File: src/rtl/hilo_pkg.sv
package hilo_pkg;
  typedef enum logic [2:0] {
    OP_MUL_S = 3'd0,
    OP_MUL_U = 3'd1,
    OP_RD_HI = 3'd2,
    OP_RD_LO = 3'd3,
    OP_WR_HI = 3'd4,
    OP_WR_LO = 3'd5
  } hiloOp_e;

  typedef struct packed {
    logic capture;   // latch operands, start multiply
    logic isSigned;  // operands are two's complement
    logic retire;    // write product into HI/LO
    logic wrHi;
    logic wrLo;
    logic rdHi;
    logic rdLo;
  } hiloStrobe_t;
endpackage

File: src/rtl/hilo_ctrl.sv
module hilo_ctrl
  import hilo_pkg::*;
#(
  parameter int unsigned LAT = 4
) (
  input  logic        clk,
  input  logic        rst,
  input  logic        opValid,
  input  logic [2:0]  opCode,
  output hiloStrobe_t strobe,
  output logic        stall
);
  localparam int unsigned CW = $clog2(LAT + 1);

  logic [CW-1:0] remainQ;
  logic          busy;
  logic          known;
  logic          accept;
  hiloOp_e       op;

  assign op     = hiloOp_e'(opCode);
  assign busy   = (remainQ != '0);
  assign known  = opValid && (opCode <= 3'd5);
  assign accept = known && !busy;
  assign stall  = known && busy;

  always_comb begin
    strobe          = '0;
    strobe.capture  = accept && ((op == OP_MUL_S) || (op == OP_MUL_U));
    strobe.isSigned = (op == OP_MUL_S);
    strobe.retire   = (remainQ == CW'(1));
    strobe.wrHi     = accept && (op == OP_WR_HI);
    strobe.wrLo     = accept && (op == OP_WR_LO);
    strobe.rdHi     = accept && (op == OP_RD_HI);
    strobe.rdLo     = accept && (op == OP_RD_LO);
  end

  always_ff @(posedge clk) begin
    if (rst)                 remainQ <= '0;
    else if (strobe.capture) remainQ <= CW'(LAT);
    else if (busy)           remainQ <= remainQ - CW'(1);
  end
endmodule

File: src/rtl/hilo_dpath.sv
module hilo_dpath
  import hilo_pkg::*;
#(
  parameter int unsigned W = 32
) (
  input  logic        clk,
  input  logic        rst,
  input  hiloStrobe_t strobe,
  input  logic [W-1:0] srcA,
  input  logic [W-1:0] srcB,
  output logic [W-1:0] rdData,
  output logic [W-1:0] hiQ,
  output logic [W-1:0] loQ
);
  localparam int unsigned PW = 2 * W;

  logic [W-1:0]       opAQ, opBQ;
  logic               sgnQ;
  logic signed [W:0]  extA, extB;
  logic signed [PW+1:0] fullProd;
  logic [PW-1:0]      product;

  always_ff @(posedge clk) begin
    if (rst) begin
      opAQ <= '0;
      opBQ <= '0;
      sgnQ <= 1'b0;
    end else if (strobe.capture) begin
      opAQ <= srcA;
      opBQ <= srcB;
      sgnQ <= strobe.isSigned;
    end
  end

  // Product settles over the multi-cycle busy window.
  assign extA     = {sgnQ & opAQ[W-1], opAQ};
  assign extB     = {sgnQ & opBQ[W-1], opBQ};
  assign fullProd = extA * extB;
  assign product  = fullProd[PW-1:0];

  always_ff @(posedge clk) begin
    if (rst) begin
      hiQ <= '0;
      loQ <= '0;
    end else begin
      if (strobe.retire)    hiQ <= product[PW-1:W];
      else if (strobe.wrHi) hiQ <= srcA;
      if (strobe.retire)    loQ <= product[W-1:0];
      else if (strobe.wrLo) loQ <= srcA;
    end
  end

  always_comb begin
    if (strobe.rdHi)      rdData = hiQ;
    else if (strobe.rdLo) rdData = loQ;
    else                  rdData = '0;
  end
endmodule

File: src/rtl/hilo_mul_unit.sv
module hilo_mul_unit
  import hilo_pkg::*;
#(
  parameter int unsigned LAT = 4
) (
  input  logic        clk,
  input  logic        rst,
  input  logic        opValid,
  input  logic [2:0]  opCode,
  input  logic [31:0] srcA,
  input  logic [31:0] srcB,
  output logic [31:0] rdData,
  output logic        stall
);
  hiloStrobe_t strobe;
  logic [31:0] hiQ, loQ;

  hilo_ctrl #(.LAT(LAT)) ctrl (
    .clk(clk), .rst(rst), .opValid(opValid), .opCode(opCode),
    .strobe(strobe), .stall(stall)
  );

  hilo_dpath #(.W(32)) dpath (
    .clk(clk), .rst(rst), .strobe(strobe), .srcA(srcA), .srcB(srcB),
    .rdData(rdData), .hiQ(hiQ), .loQ(loQ)
  );
endmodule

File: config.mk
export PLATFORM = sky130hd
export DESIGN_NAME = hilo_mul_unit
export DESIGN_NICKNAME = d
export VERILOG_FILES = /design/src/rtl/hilo_pkg.sv /design/src/rtl/hilo_ctrl.sv /design/src/rtl/hilo_dpath.sv /design/src/rtl/hilo_mul_unit.sv
export SDC_FILE = /design/constraint.sdc
export NUM_CORES = 2
export LEC_CHECK = 0
export BUFFER_PORTS_ARGS = -buffer_cell sky130_fd_sc_hd__buf_2
export CORE_AREA = 3 3 280 282
export DETAILED_ROUTE_END_ITERATION = 6
export DIE_AREA = 0 0 283 285
export GPL_ROUTABILITY_DRIVEN = 1
export PLACE_DENSITY = 0.84
export SLEW_MARGIN = 30
export SYNTH_ARGS = -nofsm -noshare
export SYNTH_HDL_FRONTEND = slang
export SYNTH_SLANG_ARGS = --single-unit
File: constraint.sdc
create_clock -name clk -period 19.1 [get_ports clk]
set_input_delay 3.82 -clock clk [delete_from_list [all_inputs] [get_ports clk]]
set_output_delay 3.82 -clock clk [all_outputs]
set_load 0.005 [all_outputs]
==> results <==
- The largest total area in the synthesized netlist belongs to fa_1.
- The per-cell via count in the routed design is 5.725.
- CTS saw between 100 and 150 sinks.
- In the synthesized netlist the dominant register cell turns out to be dfxtp_1.
- TritonCTS created 17 clock buffers.
- The number of hold buffers added after CTS is 0.
- In the final timing run, aggregate negative setup slack is 0 ps.
- The number of nets in the layout is 6186.
- Across all hold checks on the routed design, the worst slack comes to roughly 460 ps.
- The post-route netlist has 5.201% of its cells at a drive strength greater than 1.
- The worst-case headroom to the max-slew limit is 31.40%.
- Setup repair after global routing left no endpoint under its margin.
- The setup slack of the critical path after layout is 9784 ps.
- The minimum clock period after layout is between 9000 and 10000 ps.
- The y dimension of the die is 285 um.
- The power per unit of standard cell area is 26.22 mW/mm^2.
- The most repeated cell in the gate-level netlist after synthesis is fa_1.
- The routed wire length is 117100 um.
- The top cell type by area accounts for approximately 50% of the synthesized area.
- The growth of design area from synthesis to finish is 4.235%.
- The maximum clock rate is 107.3 MHz.
- The final core area utilization is between 60% and 70%.
- The final route contains 33310 vias.
- For this configuration, the core starts out at a cell density of a little under 60%.
- Row generation in the floorplan step produced 101 rows.
- For this run, the number of Yosys warnings is 0.
- The remaining global-route overflow is 0.
- STA classifies the critical path startpoint as a register.
- The flow ran to the end, and the final reports show no timing, DRC or antenna violations.
- The largest net degree at the start of global routing is 95.
- The maximum number of buffers from clock root to sink is 2.
- The number of antenna violations at the first check in global routing came to 4.
- Of all nets on the critical path, the largest fanout is 22.
- The worst slack at placement is 9816 ps.
- The total setup buffers inserted after CTS is 0.
- VDD sags by at most 0.05852 mV.
- The number of endpoints with negative hold slack in the final report was 0.
- The later pin in the worst-skew pair is clocked with a latency of 440 ps.
- The max-slew violation count is 0.
- The class of the most critical setup path is register to register.
- For this run, design rule violations remaining after detail routing come to 0.
- The detail route stage leaves a number of antenna-violating nets equal to 0.
- The worst-case clock skew is 21.13 ps.
- The max-capacitance violation count is 0.
- The sequential-to-total area share from yosys stat is under 10%.
- The main combinational cell family by area after synthesis is adder cells.
- The synthesized design contains 0 enable-type register cells.
- The wire length of the first global-routing pass is 189500 um.
- Routability-driven placement finished with a final weighted congestion of 0.9675.
- The number of detailed-routing iterations run before antenna repair is 6.
- The clock tree root buffer cell is clkbuf_16.
- Counting instances in the post-synthesis netlist gives the leading cell types as 1125 x fa_1, 1112 x inv_1, 871 x nand2_1.
- The per-instance average area after synthesis is between 8 and 9 sq um.
- The post-cts repair resize count is 0.
- The kind of path behind the tightest hold check is register to register.
- The combined global-route utilization of all metal layers is 29.80%.
- Summed over all nets, the half-perimeter wirelength after detailed placement is a little over 90000 um.
- The clock tree synthesis step divided the H-tree into 4 levels.
- The required time of the worst setup path is 19380 ps.
- The share of flip-flops with an asynchronous set or reset is 0%.
- The final cycle utilization of the critical path is 48.78%.
- STA classifies the critical path endpoint as a register.
- The sequential cell area is 0.002654 sq mm.
- Summing the areas of all fa, ha and maj instances in the mapped netlist gives 57.47% of the synthesized area.
- The die outline area is 0.08066 sq mm.
- The routed length per instance is 20.12 um.
- The xor-xnor portion of the synthesized cell area is 1.318%.
- The core footprint is roughly 0.076 sq mm.
- The flip-flop and latch count after synthesis is 132.
- STA puts the critical path data arrival time at 9590 ps.
- The multi-input logic area is 0.03595 sq mm.
- The netlist area before placement is 0.04387 sq mm.
- After clock tree synthesis, the clock-pin slew on the worst setup and hold paths is roughly 60 ps.
- After the first detailed-routing iteration, the DRC count stood at 2526.
- The number of global-route vias before repair is 36130.
- The instance count of the mapped netlist is ~5000.
- In this run the static leakage power is 22.79 nW.
- Pin placement for this block handled slightly above 100 I/O pins.
- The area share of and/or/nand/nor cells after synthesis is 15.59%.
- The transition time at the pin with the least slew margin is ~1000 ps.
- Synthesis instantiated 80 different standard cells from the library.
- During placement, the flow inserted port buffers numbering 102.
- The TritonCTS clock tree is done.
- The post-synthesis compound-gate area fraction is under 10%.
- The number of inserted filler cells in the final layout is 6104.
- The setup violation total in the final timing report is 0.
- By area the synthesized netlist is led by fa_1 51%, inv_1 9.5%, nand2_1 7.5%.
- The mux cell area share after synthesis is 2.056%.
- The net count of the mapped netlist is 6293.
- The die width is 283 um.
- The completed layout was analyzed and its total power is approximately 1.2 mW.
flip-flops by register name, indices dropped and copies added (netlist names):
name          cells
dpath.hiQ        32
dpath.loQ        32
dpath.opAQ       32
dpath.opBQ       32
ctrl.remainQ      3
dpath.sgnQ        1
layer usage:
layer / vias up / global-route usage, % / share of wire, %
met5: - / 0 / 0.020
met4: 6 / 17.76 / 7.1
met3: 484 / 4.349 / 8.5
met2: 1775 / 51.34 / 50
met1: 17040 / 35.68 / 34
li1: 14000 / - / -
path summary, 6_finish.rpt:
check | start | endpoint | slack (ps) | cells after the start
max | dpath.sgnQ$_SDFFE_PP0P_ | dpath.hiQ[25]$_SDFFE_PP0P_ | 9780 | 27
min | dpath.opAQ[11]$_SDFFE_PP0P_ | dpath.opAQ[11]$_SDFFE_PP0P_ | 460 | 2
max reg2reg | dpath.sgnQ$_SDFFE_PP0P_ | dpath.hiQ[25]$_SDFFE_PP0P_ | 9780 | 27
min reg2reg | dpath.opAQ[11]$_SDFFE_PP0P_ | dpath.opAQ[11]$_SDFFE_PP0P_ | 460 | 2
cell type report:
cell class / instances / area share, %
Tap cell: 1030 / 2.818
Inverter: 1112 / 9.127
Clock inverter: 13 / 0.4296
Multi-Input combinational cell: 3343 / 78.60
Timing Repair Buffer: 170 / 2.252
Antenna cell: 1 / 0.005472
Sequential cell: 132 / 5.803
Clock buffer: 18 / 0.9604
cells by family after synthesis:
| family | Yosys count |
|---|---|
| flip-flops | 132 |
| AND/OR/NAND/NOR | 1491 |
| AO/OA/AOI/OAI | 356 |
| XOR/XNOR | 66 |
| multiplexers | 90 |
| buffers and inverters | 1408 |
| adder cells (fa/ha/maj) | 1340 |
worst max-delay path, cell delays in order (launching register included):
cell       delay (ps)
dfxtp_1           310
buf_4             240
and2_1            580
nand2_1           240
inv_1             130
fa_1              410
inv_1             250
fa_1              510
inv_1             220
fa_1              500
fa_1              910
inv_1             370
fa_1              570
inv_1              50
fa_1              530
inv_1              50
fa_1              460
fa_1              490
inv_1              40
ha_1              400
a21oi_1           280
o21ai_2           130
a211oi_2          230
o21ai_1           120
nor4_2            500
nor2_1            180
a2111oi_2         370
nor4_2            100
placed cells by master (no fill, tap or decap), types with 3 or more instances in the layout:
master	synthesis	routed
a211oi_1	62	62
a21boi_0	5	5
a21o_1	33	33
a21oi_1	129	129
a31oi_1	7	7
and2_1	359	359
and3_1	27	27
buf_2	12	100
buf_4	0	69
bufinv_16	0	4
clkbuf_16	0	17
dfxtp_1	132	125
dfxtp_2	0	6
fa_1	1125	1124
ha_1	215	215
inv_1	1112	1112
inv_6	0	4
mux2i_1	89	89
nand2_1	871	869
nand2b_1	7	5
nand3_1	19	19
nand4_1	6	6
nor2_1	128	128
nor2b_1	17	15
nor3_1	17	17
nor3b_1	4	4
nor4_2	2	3
nor4b_1	6	6
o211a_1	3	3
o211ai_1	11	11
o21a_1	13	13
o21ai_0	32	32
o21ai_1	5	5
o21bai_1	11	11
o22ai_1	3	3
o31ai_1	3	3
or2_2	12	12
xnor2_1	44	44
xor2_1	22	22
power breakdown:
group          internal [mW]  switching [mW]
clock network          0.224           0.145
registers              0.326          0.0465
logic                  0.143           0.315
per-stage QoR:
step / std cells / instance area [sq um]
3_5_place_dp: 5787 / 45080
6_report: 5819 / 45730
2_1_floorplan: 4883 / 43870
3_3_place_gp: 5787 / 45070
4_1_cts: 5818 / 45710
5_1_grt: 5818 / 45730
Note: power is estimated with default switching activity, not from simulation.
